[src/rtl/card_status_pkg.sv]
package card_status_pkg;
  localparam logic [1:0] MODE_MEM  = 2'd0;
  localparam logic [1:0] MODE_IO   = 2'd1;
  localparam logic [1:0] MODE_DISK = 2'd2;

  localparam int CFG_W    = 2;
  localparam int BIT_HIGH = 1; // soft reset / clear flag
  localparam int BIT_LOW  = 0; // pulse select / enable

  typedef struct packed {
    logic resetReq;
    logic cardBusy;
    logic pulseMode;
    logic chgEnable;
    logic chgClear;
  } ctrlStb_t;
endpackage

[src/rtl/card_status_ctrl.sv]
module card_status_ctrl
  import card_status_pkg::*;
(
  input  logic             clk,
  input  logic             rstN,
  input  logic [1:0]       modeSel,
  input  logic             resetPin,
  input  logic             initDone,
  input  logic             optWrEn,
  input  logic             stsWrEn,
  input  logic [CFG_W-1:0] cfgData,
  output ctrlStb_t         stb
);
  logic hwRst, softRst, initBusy, pulseSel, chgEn, resetReq, initFinish;

  // Hardware reset polarity follows the bus personality
  assign hwRst      = (modeSel == MODE_DISK) ? ~resetPin : resetPin;
  assign resetReq   = hwRst | softRst;
  assign initFinish = initBusy & initDone & ~hwRst;

  always_ff @(posedge clk or negedge rstN) begin
    if (!rstN) begin
      initBusy <= 1'b1;
      softRst  <= 1'b0;
      pulseSel <= 1'b0;
      chgEn    <= 1'b0;
    end else begin
      if (initFinish)    initBusy <= 1'b0;
      else if (resetReq) initBusy <= 1'b1;

      if (initFinish)                      softRst <= 1'b0;
      else if (optWrEn && cfgData[BIT_HIGH]) softRst <= 1'b1;

      if (resetReq) begin
        pulseSel <= 1'b0;
        chgEn    <= 1'b0;
      end else begin
        if (optWrEn) pulseSel <= cfgData[BIT_LOW];
        if (stsWrEn) chgEn    <= cfgData[BIT_LOW];
      end
    end
  end

  always_comb begin
    stb.resetReq  = resetReq;
    stb.cardBusy  = initBusy;
    stb.pulseMode = pulseSel & (modeSel == MODE_IO);
    stb.chgEnable = chgEn;
    stb.chgClear  = stsWrEn & cfgData[BIT_HIGH];
  end
endmodule

[src/rtl/card_status_dp.sv]
module card_status_dp
  import card_status_pkg::*;
#(
  parameter int PULSE_LEN = 4
) (
  input  logic       clk,
  input  logic       rstN,
  input  logic [1:0] modeSel,
  input  ctrlStb_t   stb,
  input  logic       engineBusy,
  input  logic       irqRaise,
  input  logic       irqAck,
  output logic       rdyIrqOut,
  output logic       statChgN,
  output logic       wpOut
);
  localparam int CNT_W = $clog2(PULSE_LEN + 1);
  localparam logic [CNT_W-1:0] LEN_V = CNT_W'(PULSE_LEN);

  logic             ready, wpState, irqLevel, pulsePend, chgFlag, pulseOn;
  logic [CNT_W-1:0] pulseCnt;
  logic [1:0]       curSt, prevSt;

  assign ready   = ~stb.cardBusy & ~engineBusy;
  assign wpState = stb.cardBusy;
  assign curSt   = {ready, wpState};
  assign pulseOn = (pulseCnt != '0);

  always_ff @(posedge clk or negedge rstN) begin
    if (!rstN)             irqLevel <= 1'b0;
    else if (stb.resetReq) irqLevel <= 1'b0;
    else if (irqRaise)     irqLevel <= 1'b1;
    else if (irqAck)       irqLevel <= 1'b0;
  end

  always_ff @(posedge clk or negedge rstN) begin
    if (!rstN) begin
      pulseCnt  <= '0;
      pulsePend <= 1'b0;
    end else if (stb.resetReq || !stb.pulseMode) begin
      pulseCnt  <= '0;
      pulsePend <= 1'b0;
    end else if (pulseOn) begin
      pulseCnt <= pulseCnt - 1'b1;
      if (irqRaise) pulsePend <= 1'b1;
    end else if (irqRaise || pulsePend) begin
      pulseCnt  <= LEN_V;
      pulsePend <= 1'b0;
    end
  end

  always_ff @(posedge clk or negedge rstN) begin
    if (!rstN) begin
      prevSt  <= 2'b01;
      chgFlag <= 1'b0;
    end else begin
      prevSt <= curSt;
      if (stb.resetReq)        chgFlag <= 1'b0;
      else if (curSt != prevSt) chgFlag <= 1'b1;
      else if (stb.chgClear)   chgFlag <= 1'b0;
    end
  end

  always_comb begin
    rdyIrqOut = ready;
    statChgN  = 1'b1;
    wpOut     = 1'b1;
    case (modeSel)
      MODE_IO: begin
        rdyIrqOut = stb.pulseMode ? ~pulseOn : ~irqLevel;
        statChgN  = ~(stb.chgEnable & chgFlag);
      end
      MODE_DISK: rdyIrqOut = irqLevel;
      default:   wpOut = wpState;
    endcase
  end
endmodule

[src/rtl/card_status_top.sv]
module card_status_top
  import card_status_pkg::*;
#(
  parameter int PULSE_LEN = 4
) (
  input  logic             clk,
  input  logic             rstN,
  input  logic [1:0]       modeSel,
  input  logic             resetPin,
  input  logic             initDone,
  input  logic             engineBusy,
  input  logic             irqRaise,
  input  logic             irqAck,
  input  logic             optWrEn,
  input  logic             stsWrEn,
  input  logic [CFG_W-1:0] cfgData,
  output logic             rdyIrqOut,
  output logic             statChgN,
  output logic             wpOut
);
  ctrlStb_t ctrlStb;

  card_status_ctrl u_ctrl (
    .clk(clk), .rstN(rstN), .modeSel(modeSel), .resetPin(resetPin),
    .initDone(initDone), .optWrEn(optWrEn), .stsWrEn(stsWrEn),
    .cfgData(cfgData), .stb(ctrlStb)
  );

  card_status_dp #(.PULSE_LEN(PULSE_LEN)) u_dp (
    .clk(clk), .rstN(rstN), .modeSel(modeSel), .stb(ctrlStb),
    .engineBusy(engineBusy), .irqRaise(irqRaise), .irqAck(irqAck),
    .rdyIrqOut(rdyIrqOut), .statChgN(statChgN), .wpOut(wpOut)
  );
endmodule

[config.mk]
export PLATFORM = sky130hd
export DESIGN_NAME = card_status_top
export DESIGN_NICKNAME = d
export VERILOG_FILES = /design/src/rtl/card_status_pkg.sv /design/src/rtl/card_status_ctrl.sv /design/src/rtl/card_status_dp.sv /design/src/rtl/card_status_top.sv
export SDC_FILE = /design/constraint.sdc
export NUM_CORES = 1
export LEC_CHECK = 0
export BUFFER_PORTS_ARGS = -buffer_cell sky130_fd_sc_hd__buf_2
export CAP_MARGIN = 5
export CORE_AREA = 2 2 39 41
export DETAILED_ROUTE_END_ITERATION = 8
export DIE_AREA = 0 0 41 43
export PLACE_DENSITY = 0.71
export SETUP_SLACK_MARGIN = 0.02
export SLEW_MARGIN = 20
export SYNTH_ARGS = -nofsm -noshare
export SYNTH_HDL_FRONTEND = slang
export SYNTH_HIERARCHICAL = 1
export SYNTH_SLANG_ARGS = --single-unit
export TNS_END_PERCENT = 100
[constraint.sdc]
create_clock -name clk -period 3 [get_ports clk]
set_input_delay 0.3 -clock clk [delete_from_list [all_inputs] [get_ports clk]]
set_output_delay 0.3 -clock clk [all_outputs]
set_load 0.02 [all_outputs]
==> flow_summary.toml, run 1 <==
[outcome]
status = "finished clean"

[die]
die_w_um = 41
core_sq_um = 1380
initial_utilization = 0.446
row_count = 14
pin_count = 16
die_height_um = 43
die_area_sq_um = 1760

[clocking]
cts_max_path_buffers = 2
clock_sinks = 12
htreeDepth = 1
tritoncts = "yes"
clkLatencyLatePin_ns = 0.27
cts.clk_slew.worst_paths_ns = 0.07
clockRootBuffer = "clkbuf_4"
cts_inserted_buffers = 3
post_cts_buffers = 0

[power_and_ir_drop]
p_seq_frac = 0.533
p_leak_nw = 0.346
power_frac_clock = 0.298
combPwrFrac = 0.169
powerDensity_nw_per_um2 = 482
p_int_uw = 255
netSwitchingFraction = 0.270
switching_power_uw = 94.5
ir_worst_vdd_v = 0.000245

[sta]
finalClockSkew_ns = 0.00180
fin_hold_ws_ns = 0.213
worst_slew_pin_slew_ns = 0.282
setup_ws_ns = 1.26
fmax_mhz = 576
period_needed_ns = 1.74
fin_crit_sh = 0.579
setup_viol = 0
relSlewSlack = 0.811
rsz0062_at_grt = "false"
final.setup.tns_ns = 0
maxSlewViolCount = 0
hold_viol = 0

[worst_setup_path]
cp_common_cell = "nor2_1"
arrival_ns = 1.44
worst-path-buf-inv = 1
cpPeakStageDelay_ns = 0.37
crit_required_ns = 2.70
worstSetupPathType = "reg -> out"
critPathCaptureType = "output pin"
cpLargestDelayFamily = "flip-flops"
crit_path_max_fanout = 3
crit_slowest_cell = "dfrtp_1"
critPathLaunchType = "flip-flop"
crit_chain = "nand2_1 > nor2_1 > nor2_1 > a221oi_1 > a21oi_1 > buf_2"

[placed_design]
place_congestion = 0.738
dp_slack_ns = 1.46
io_buffers = 15
dp.cells = 93
dp_hpwl_um = 868

[global_routing]
grt_pass1_wl_um = 1770
grt_usage = 0.162
grt_pass1_vias = 449
antenna_found_initial = 0
grt_max_degree = 13
overflow = 0

[logic_synthesis]
synth_seq_cells = 12
syn_area_per_cell_sq_um = 9.49
syn_area_sq_um = 617
seq_area_frac_synth = 0.491
ys_types = 22
syn-num-nets = 80
syn_inst = 65
ys_warn_count = 6

[route]
avgViaCountPerCell = 5.09
ant_nets = 0
first_pass_iters = 4
via_count = 499
routed_wl_um = 1140
routedWlPerCell_um = 11.7
drt_iter0_drc = 8
drc = 0

[cells_and_area]
final_net_count = 98
layout-drive-gt1-share = 0.256
most-common-layout-cells = "buf_2, dfrtp_1, nor2_1, nor3_1, nand2_1"
num_antenna_cells = 0
areaGrowthSynthToFinish_pct = 17.6
final_cells = 98
final_common_cell = "buf_2"

[run]
cap_viol_max_count = 0

[min_path]
min_path_type = "in -> reg"
==> stage by stage <==
stage / cell area, sq um / power, mW / util
final: 726 / 0.350 / 0.524
after global routing: 726 / 0.373 / 0.524
after CTS: 726 / 0.353 / 0.524
after detailed placement: 689 / 0.248 / 0.498
after global placement: 689 / 0.246 / 0.498
after floorplan: 617 / 0.229 / -
==> what timing repair did <==
action	4_1_cts	5_1_grt
hold buffers	1	0
resized for setup	0	0
endpoints found under the hold margin	10	0
==> sequential cells by signal, summed over array words and instances, names as in the netlist <==
signal,count
u_ctrl/chgEn,1
u_ctrl/initBusy,1
u_ctrl/pulseSel,1
u_ctrl/softRst,1
u_dp/chgFlag,1
u_dp/irqLevel,1
u_dp/prevSt,2
u_dp/pulseCnt,3
u_dp/pulsePend,1
==> synth_stat cells <==
library cell | n | area share
a21oi_1 | 5 | 0.041
buf_4 | 3 | 0.037
nor3_1 | 7 | 0.057
nor4_1 | 1 | 0.010
a31oi_1 | 1 | 0.010
inv_1 | 3 | 0.018
nand3_1 | 2 | 0.016
a221oi_1 | 1 | 0.014
mux2i_1 | 2 | 0.032
nand2b_1 | 3 | 0.030
dfrtp_1 | 10 | 0.41
dfstp_2 | 2 | 0.085
o21ai_0 | 2 | 0.016
and2_1 | 1 | 0.010
xnor2_1 | 2 | 0.028
nor2_1 | 7 | 0.043
or4_1 | 1 | 0.012
nand2_1 | 6 | 0.037
nand2b_4 | 1 | 0.022
xor2_1 | 1 | 0.014
nor2b_1 | 2 | 0.020
ha_1 | 2 | 0.041
==> final cells by class <==
cell class              instances  area [sq um]
well taps                      16          20.0
flip-flops and latches         12           303
clock buffers                   4          26.3
multi-input cells              47           280
repair buffers                 16          85.1
inverters                       3          11.3
fillers                       143           658
==> cell families (layout without fill, tap and decap cells) <==
kind of cell / count (synthesis) / count (layout) / share of synthesized area
simple gates: 31 / 31 / 0.258
flops: 12 / 12 / 0.491
compound gates: 9 / 9 / 0.0811
buf+inv: 6 / 23 / 0.0548
xor+xnor: 3 / 3 / 0.0426
fa+ha+maj: 2 / 2 / 0.0406
mux: 2 / 2 / 0.0325
==> layer usage <==
metal	share of wire	wire length (um)	global-route usage
met1	0.44	508	0.175
met2	0.49	559	0.231
met3	0.051	58	0.0785
met4	0.015	17	0.120
met5	0	0	0
==> final timing paths <==
path	to	slack [ns]	from	cells past startpoint
min in group asynchronous	u_dp/pulsePend	0.43	rstN	2
worst min-delay path	u_dp/prevSt[1]	0.21	engineBusy	2
worst max-delay path	rdyIrqOut	1.26	u_ctrl/pulseSel	6
max in group asynchronous	u_dp/prevSt[0]	2.30	rstN	2
worst min register to register	u_dp/prevSt[0]	0.41	u_ctrl/initBusy	0
worst max register to register	u_dp/pulseCnt[2]	1.83	u_dp/pulseCnt[0]	2
==> power groups by stage <==
stage	combinational [mW]	sequential, mW	clock [mW]
floorplan	0.0434	0.185	0
global placement	0.0571	0.189	0
detailed placement	0.0584	0.190	0
CTS	0.0597	0.186	0.107
global route	0.0659	0.188	0.120
finish	0.0591	0.186	0.104
Note: power is estimated with default switching activity, not from simulation.
==> inputs of run 2 (changes only) <==
==> constraint.sdc (replaced) <==
create_clock -name clk -period 1.7 [get_ports clk]
set_input_delay 0.17 -clock clk [delete_from_list [all_inputs] [get_ports clk]]
set_output_delay 0.17 -clock clk [all_outputs]
set_load 0.02 [all_outputs]
==> flow_summary.toml, run 2 (synthesis gave the netlist of run 1 again) <==
[global_routing]
antenna_found_initial = 0
grt_use_met3 = 0.0471
grt_max_degree = 13
grt_pass1_vias = 442
grtUsageMet1 = 0.208
overflow = 0
grt_pass1_wl_um = 1750
grt_util_met2 = 0.209
grt_usage = 0.149
busiest_layer = "met2"

[cells_and_area]
layout-drive-gt1-share = 0.280
top_regs = "u_dp/pulseCnt: 3 flops, u_dp/prevSt: 2 flops"
regMostFlops = "u_dp/pulseCnt"
most-common-layout-cells = "buf_2, dfrtp_1, nor3_1"
nFillCells = 128
final_net_count = 98
num_antenna_cells = 0
largest_reg_flops = 3
areaGrowthSynthToFinish_pct = 19.7
final_common_cell = "buf_2"

[die]
initial_utilization = 0.446
row_count = 14
core_sq_um = 1380
die_area_sq_um = 1760
die_height_um = 43
die_w_um = 41
pin_count = 16

[sta]
rsz0062_at_grt = "false"
finalClockSkew_ns = 0.00281
fin_crit_sh = 0.924
relSlewSlack = 0.810
fmax_mhz = 637
hold_viol = 0
setup_viol = 0
worst_slew_pin_slew_ns = 0.282
final.setup.tns_ns = 0
period_needed_ns = 1.57
maxSlewViolCount = 0

[worst_setup_path]
worst-path-buf-inv = 1
crit_start = "u_dp/pulseCnt[0]"
worstSetupPathType = "reg -> out"
cpPeakStageDelay_ns = 0.43
crit_path_max_fanout = 6
arrival_ns = 1.40
critPathCaptureType = "output pin"
reg2reg_from = "u_dp/pulseCnt[0]"
reg2reg_slack_ns = 0.53
critPathLaunchType = "flip-flop"
crit_slowest_cell = "dfrtp_1"
crit_chain = "nor3_1 > nand3_1 > a21oi_1 > buf_2"
cpLargestDelayFamily = "flip-flops"
crit_required_ns = 1.53

[power_and_ir_drop]
p_leak_nw = 0.352
switching_power_uw = 164
combPwrFrac = 0.158
power_uw = 654
power_frac_clock = 0.340
netSwitchingFraction = 0.251
p_seq_frac = 0.502
p_int_uw = 489
powerDensity_nw_per_um2 = 885
ir_worst_vdd_v = 0.000410

[route]
drc = 0
avgViaCountPerCell = 4.86
first_pass_iters = 4
routedWlPerCell_um = 10.9
routed_wl_um = 1070
ant_nets = 0
drt_iter0_drc = 6
via_count = 476

[clocking]
cts.clk_slew.worst_paths_ns = 0.08
clockRootBuffer = "clkbuf_4"
clkLatencyLatePin_ns = 0.27
tritoncts = "yes"
cts_max_path_buffers = 2
post_cts_buffers = 0
cts_inserted_buffers = 3
clock_sinks = 12
htreeDepth = 1

[outcome]
status = "finished clean"

[run]
cap_viol_max_count = 0

[placed_design]
place_congestion = 0.700
io_buffers = 15
dp_hpwl_um = 841

[min_path]
min-delay-start = "engineBusy"
min_path_type = "in -> reg"
[run 2: changes by cell type in the layout (fill, tap and decap cells not counted)]
cell / previous run / this run
clkbuf_1: 1 / 0
clkbuf_8: 0 / 1
nor2_1: 7 / 6
nor2_2: 0 / 1
[run 2: layout make-up]
type	count	area, sq um	area share
Sequential cell	12	303	0.410
Multi-Input combinational cell	47	283	0.383
Timing Repair Buffer	16	85.1	0.115
Clock buffer	4	36.3	0.0492
Tap cell	16	20.0	0.0271
Inverter	3	11.3	0.0153
[run 2: worst reg2reg max path: cells and delay by family, from the launching register on]
kind             cells  cell delay (ns)
flip-flops           1             0.43
AND/OR/NAND/NOR      1             0.53
AO/OA/AOI/OAI        1             0.14
[run 2: worst paths after layout]
| kind | end | cells after the start |
|---|---|---|
| max in group asynchronous | u_ctrl/initBusy | 2 |
| setup reg to reg | u_dp/pulseCnt[2] | 2 |
| hold reg to reg | u_dp/prevSt[0] | 0 |
| hold / removal | u_dp/prevSt[1] | 2 |
| min in group asynchronous | u_ctrl/softRst | 2 |
| setup / recovery | rdyIrqOut | 4 |
[run 2: layer usage]
metal / routed length [um] / vias to the layer above
li1: - / 254
met1: 509 / 215
met2: 522 / 7
met3: 34 / 0
met4: 0 / 0
met5: 0 / -
[run 2: power by group through the flow]
| stage | Combinational [mW] | Sequential (mW) | Clock (mW) |
|---|---|---|---|
| after global placement | 0.102 | 0.333 | 0 |
| after CTS | 0.105 | 0.328 | 0.226 |
| final | 0.103 | 0.328 | 0.222 |
| after global routing | 0.117 | 0.332 | 0.244 |
| after floorplan | 0.0765 | 0.327 | 0 |
| after detailed placement | 0.102 | 0.335 | 0 |
[run 2: through the flow]
stage               worst slack (ns)  utilization  instances  hold slack (ns)  area, sq um
finish                         0.129        0.533         98           0.0876          738
global route                  0.0212        0.533         98           0.0826          738
detailed placement             0.405        0.498         93           0.0609          689
global placement               0.409        0.498         93           0.0602          689
floorplan                      0.449            -         65           -0.126          617
CTS                            0.105        0.532         98           0.0832          736
[run 2: repair_timing]
action	4_1_cts	5_1_grt
resized for setup	0	1
hold endpoints to repair	10	0
endpoints found under the setup margin	0	1
hold buffers	1	0
==> inputs of run 3 (changes only) <==
--- a/config.mk
+++ b/config.mk
@@ -5,12 +5,11 @@
 export SDC_FILE = /design/constraint.sdc
 export NUM_CORES = 1
 export LEC_CHECK = 0
+export ABC_AREA = 1
 export BUFFER_PORTS_ARGS = -buffer_cell sky130_fd_sc_hd__buf_2
-export CAP_MARGIN = 5
-export CORE_AREA = 2 2 39 41
+export CORE_UTILIZATION = 50
 export DETAILED_ROUTE_END_ITERATION = 8
-export DIE_AREA = 0 0 41 43
-export PLACE_DENSITY = 0.71
+export PLACE_DENSITY = 0.75
 export SETUP_SLACK_MARGIN = 0.02
 export SLEW_MARGIN = 20
 export SYNTH_ARGS = -nofsm -noshare
==> flow_summary.toml, run 3 <==
[logic_synthesis]
yosysMostFrequentCell = "nand2_1"
syn-num-nets = 98
ys_types = 20
async_reset_ff_frac = 1.00
syn_inst = 83
syn_area_sq_um = 653
ys_warn_count = 6
synth_area_leader_cell = "dfrtp_1"
syn_area_per_cell_sq_um = 7.87
ys_top_cells_by_count = "nand2_1, inv_1, nor2_1, dfrtp_1"
synth_ff_type = "dfrtp_1"
synth_edf_count = 0
synth_seq_cells = 12
seq_area_frac_synth = 0.464
synth_top_area_share = 0.383
synthTopCellsByArea = "dfrtp_1, nand2_1, inv_1, dfstp_2, nor2_1"

[power_and_ir_drop]
powerDensity_nw_per_um2 = 828
power_frac_clock = 0.294
p_seq_frac = 0.521
ir_worst_vdd_v = 0.000573
combPwrFrac = 0.185
p_leak_nw = 0.437
p_int_uw = 451
switching_power_uw = 184
netSwitchingFraction = 0.289

[die]
pin_count = 16
initial_utilization = 0.565
core_sq_um = 1160
die_height_um = 38.1
row_count = 12
die_area_sq_um = 1450
die_w_um = 38.1

[global_routing]
grt_max_degree = 13
grt_usage = 0.210
overflow = 0
grt_pass1_wl_um = 1940
grt_pass1_vias = 492
antenna_found_initial = 0

[cells_and_area]
num_antenna_cells = 0
top_regs = "u_dp/pulseCnt: 3 flops, u_dp/prevSt: 2 flops"
layout-drive-gt1-share = 0.260
regMostFlops = "u_dp/pulseCnt"
most-common-layout-cells = "nand2_1, buf_2, inv_1"
fin_util = 0.662
areaGrowthSynthToFinish_pct = 17.2
largest_reg_flops = 3
final_net_count = 116
final_common_cell = "nand2_1"

[sta]
fmax_mhz = 654
relSlewSlack = 0.819
final.setup.tns_ns = 0
period_needed_ns = 1.53
maxSlewViolCount = 0
rsz0062_at_grt = "false"
fin_crit_sh = 0.899
setup_viol = 0
worst_slew_pin_slew_ns = 0.271
finalClockSkew_ns = 0.00518
hold_viol = 0

[worst_setup_path]
critPathCaptureType = "output pin"
crit_slowest_cell = "dfrtp_1"
r2r-end = "u_dp/chgFlag"
critPathLaunchType = "flip-flop"
reg2reg_slack_ns = 0.62
cpLargestDelayFamily = "simple AND/OR/NAND/NOR gates"
crit_chain = "nand2_1 > nor2_2 > inv_1 > a21boi_2 > nand2_1 > nand2_1 > nand2_1 > nand2_1 > buf_2"
arrival_ns = 1.36
ff2ff_path_depth = 4
crit_required_ns = 1.53
crit_path_max_fanout = 2
reg2reg_from = "u_ctrl/initBusy"
worst-path-buf-inv = 2
cp_common_cell = "nand2_1"
worstSetupPathType = "reg -> out"
cpPeakStageDelay_ns = 0.34

[placed_design]
place_congestion = 0.749
dp_hpwl_um = 935
io_buffers = 15

[clocking]
clkLatencyLatePin_ns = 0.27
tritoncts = "yes"
cts.clk_slew.worst_paths_ns = 0.07
cts_inserted_buffers = 3
clock_sinks = 12
cts_max_path_buffers = 2
htreeDepth = 1
clockRootBuffer = "clkbuf_4"

[route]
routed_wl_um = 1230
drc = 0
via_count = 547
first_pass_iters = 4
ant_nets = 0
drt_iter0_drc = 10
avgViaCountPerCell = 4.80
routedWlPerCell_um = 10.8

[min_path]
min_to = "u_dp/prevSt[1]"
whs_path_depth = 2
min_path_type = "in -> reg"
min-delay-start = "engineBusy"

[run]
cap_viol_max_count = 0

[outcome]
status = "finished clean"
-- run 3: changes by cell type after synthesis, sizes merged, moves of 2 or more --
cell    previous run  this run
nor2               7        15
nand2              6        21
nor3               7         0
inv                3        15
nor2b              2         0
a21oi              5         3
nand2b             4         0
xnor2              2         0
-- run 3: logic make-up (layout without fill, tap and decap cells) --
| kind of cell | count (synthesis) | in the layout | share of synthesized area |
|---|---|---|---|
| compound gates | 8 | 8 | 0.0670 |
| xor+xnor | 1 | 1 | 0.0134 |
| mux | 2 | 2 | 0.0307 |
| buf+inv | 18 | 35 | 0.121 |
| flops | 12 | 12 | 0.464 |
| simple gates | 40 | 40 | 0.266 |
| fa+ha+maj | 2 | 2 | 0.0383 |
-- run 3: power by group through the flow --
| stage | sequential [mW] | clock [mW] | combinational (mW) |
|---|---|---|---|
| 4_1_cts | 0.330 | 0.190 | 0.117 |
| 3_3_place_gp | 0.334 | 0 | 0.109 |
| 5_1_grt | 0.334 | 0.201 | 0.134 |
| 2_1_floorplan | 0.326 | 0 | 0.0870 |
| 3_5_place_dp | 0.336 | 0 | 0.114 |
| 6_report | 0.330 | 0.187 | 0.117 |
-- run 3: metrics by stage --
step	setup WS (ns)	area (sq um)	std cells	hold slack (ns)	power (mW)
after global routing	0.0363	766	114	0.0653	0.669
after CTS	0.106	759	114	0.0704	0.638
after detailed placement	0.413	723	109	0.0593	0.449
final	0.172	766	114	0.0752	0.634
after floorplan	0.567	653	83	-0.126	0.413
after global placement	0.488	723	109	0.0601	0.443
-- run 3: timing repair --
action	in CTS	in global routing
hold buffers	1	0
endpoints found under the setup margin	0	1
setup buffers	0	0
hold endpoints to repair	10	0
gates resized for setup	0	3
-- run 3: worst reg2reg max path: cells and delay by family (launching register included) --
kind	cells	cell delay (ns)
DFF	1	0.62
xor gates and xnor gates	1	0.14
and+or+nand+nor	3	0.21
-- run 3: how the worst max path moves through the flow --
| stage | start | endpoint | cells after the start |
|---|---|---|---|
| 2_1_floorplan | u_ctrl/pulseSel | rdyIrqOut | 8 |
| 3_3_place_gp | u_ctrl/pulseSel | rdyIrqOut | 9 |
| 3_5_place_dp | u_ctrl/pulseSel | rdyIrqOut | 9 |
| 4_1_cts | u_ctrl/pulseSel | rdyIrqOut | 9 |
| 5_1_grt | u_ctrl/pulseSel | rdyIrqOut | 9 |
| 6_report | u_ctrl/pulseSel | rdyIrqOut | 9 |
-- run 3: layout make-up --
class                      instances  area, sq um
clock buffer                       4         26.3
fill                             101          390
sequential                        12          303
tap                               14         17.5
multi-input combinational         53          278
timing repair buffer              16         85.1
inverter                          15         56.3
-- run 3: metal layers --
metal / global-route usage / wire length (um)
met5: 0 / 0
met4: 0.134 / 23
met3: 0.0349 / 37
met2: 0.364 / 625
met1: 0.234 / 546
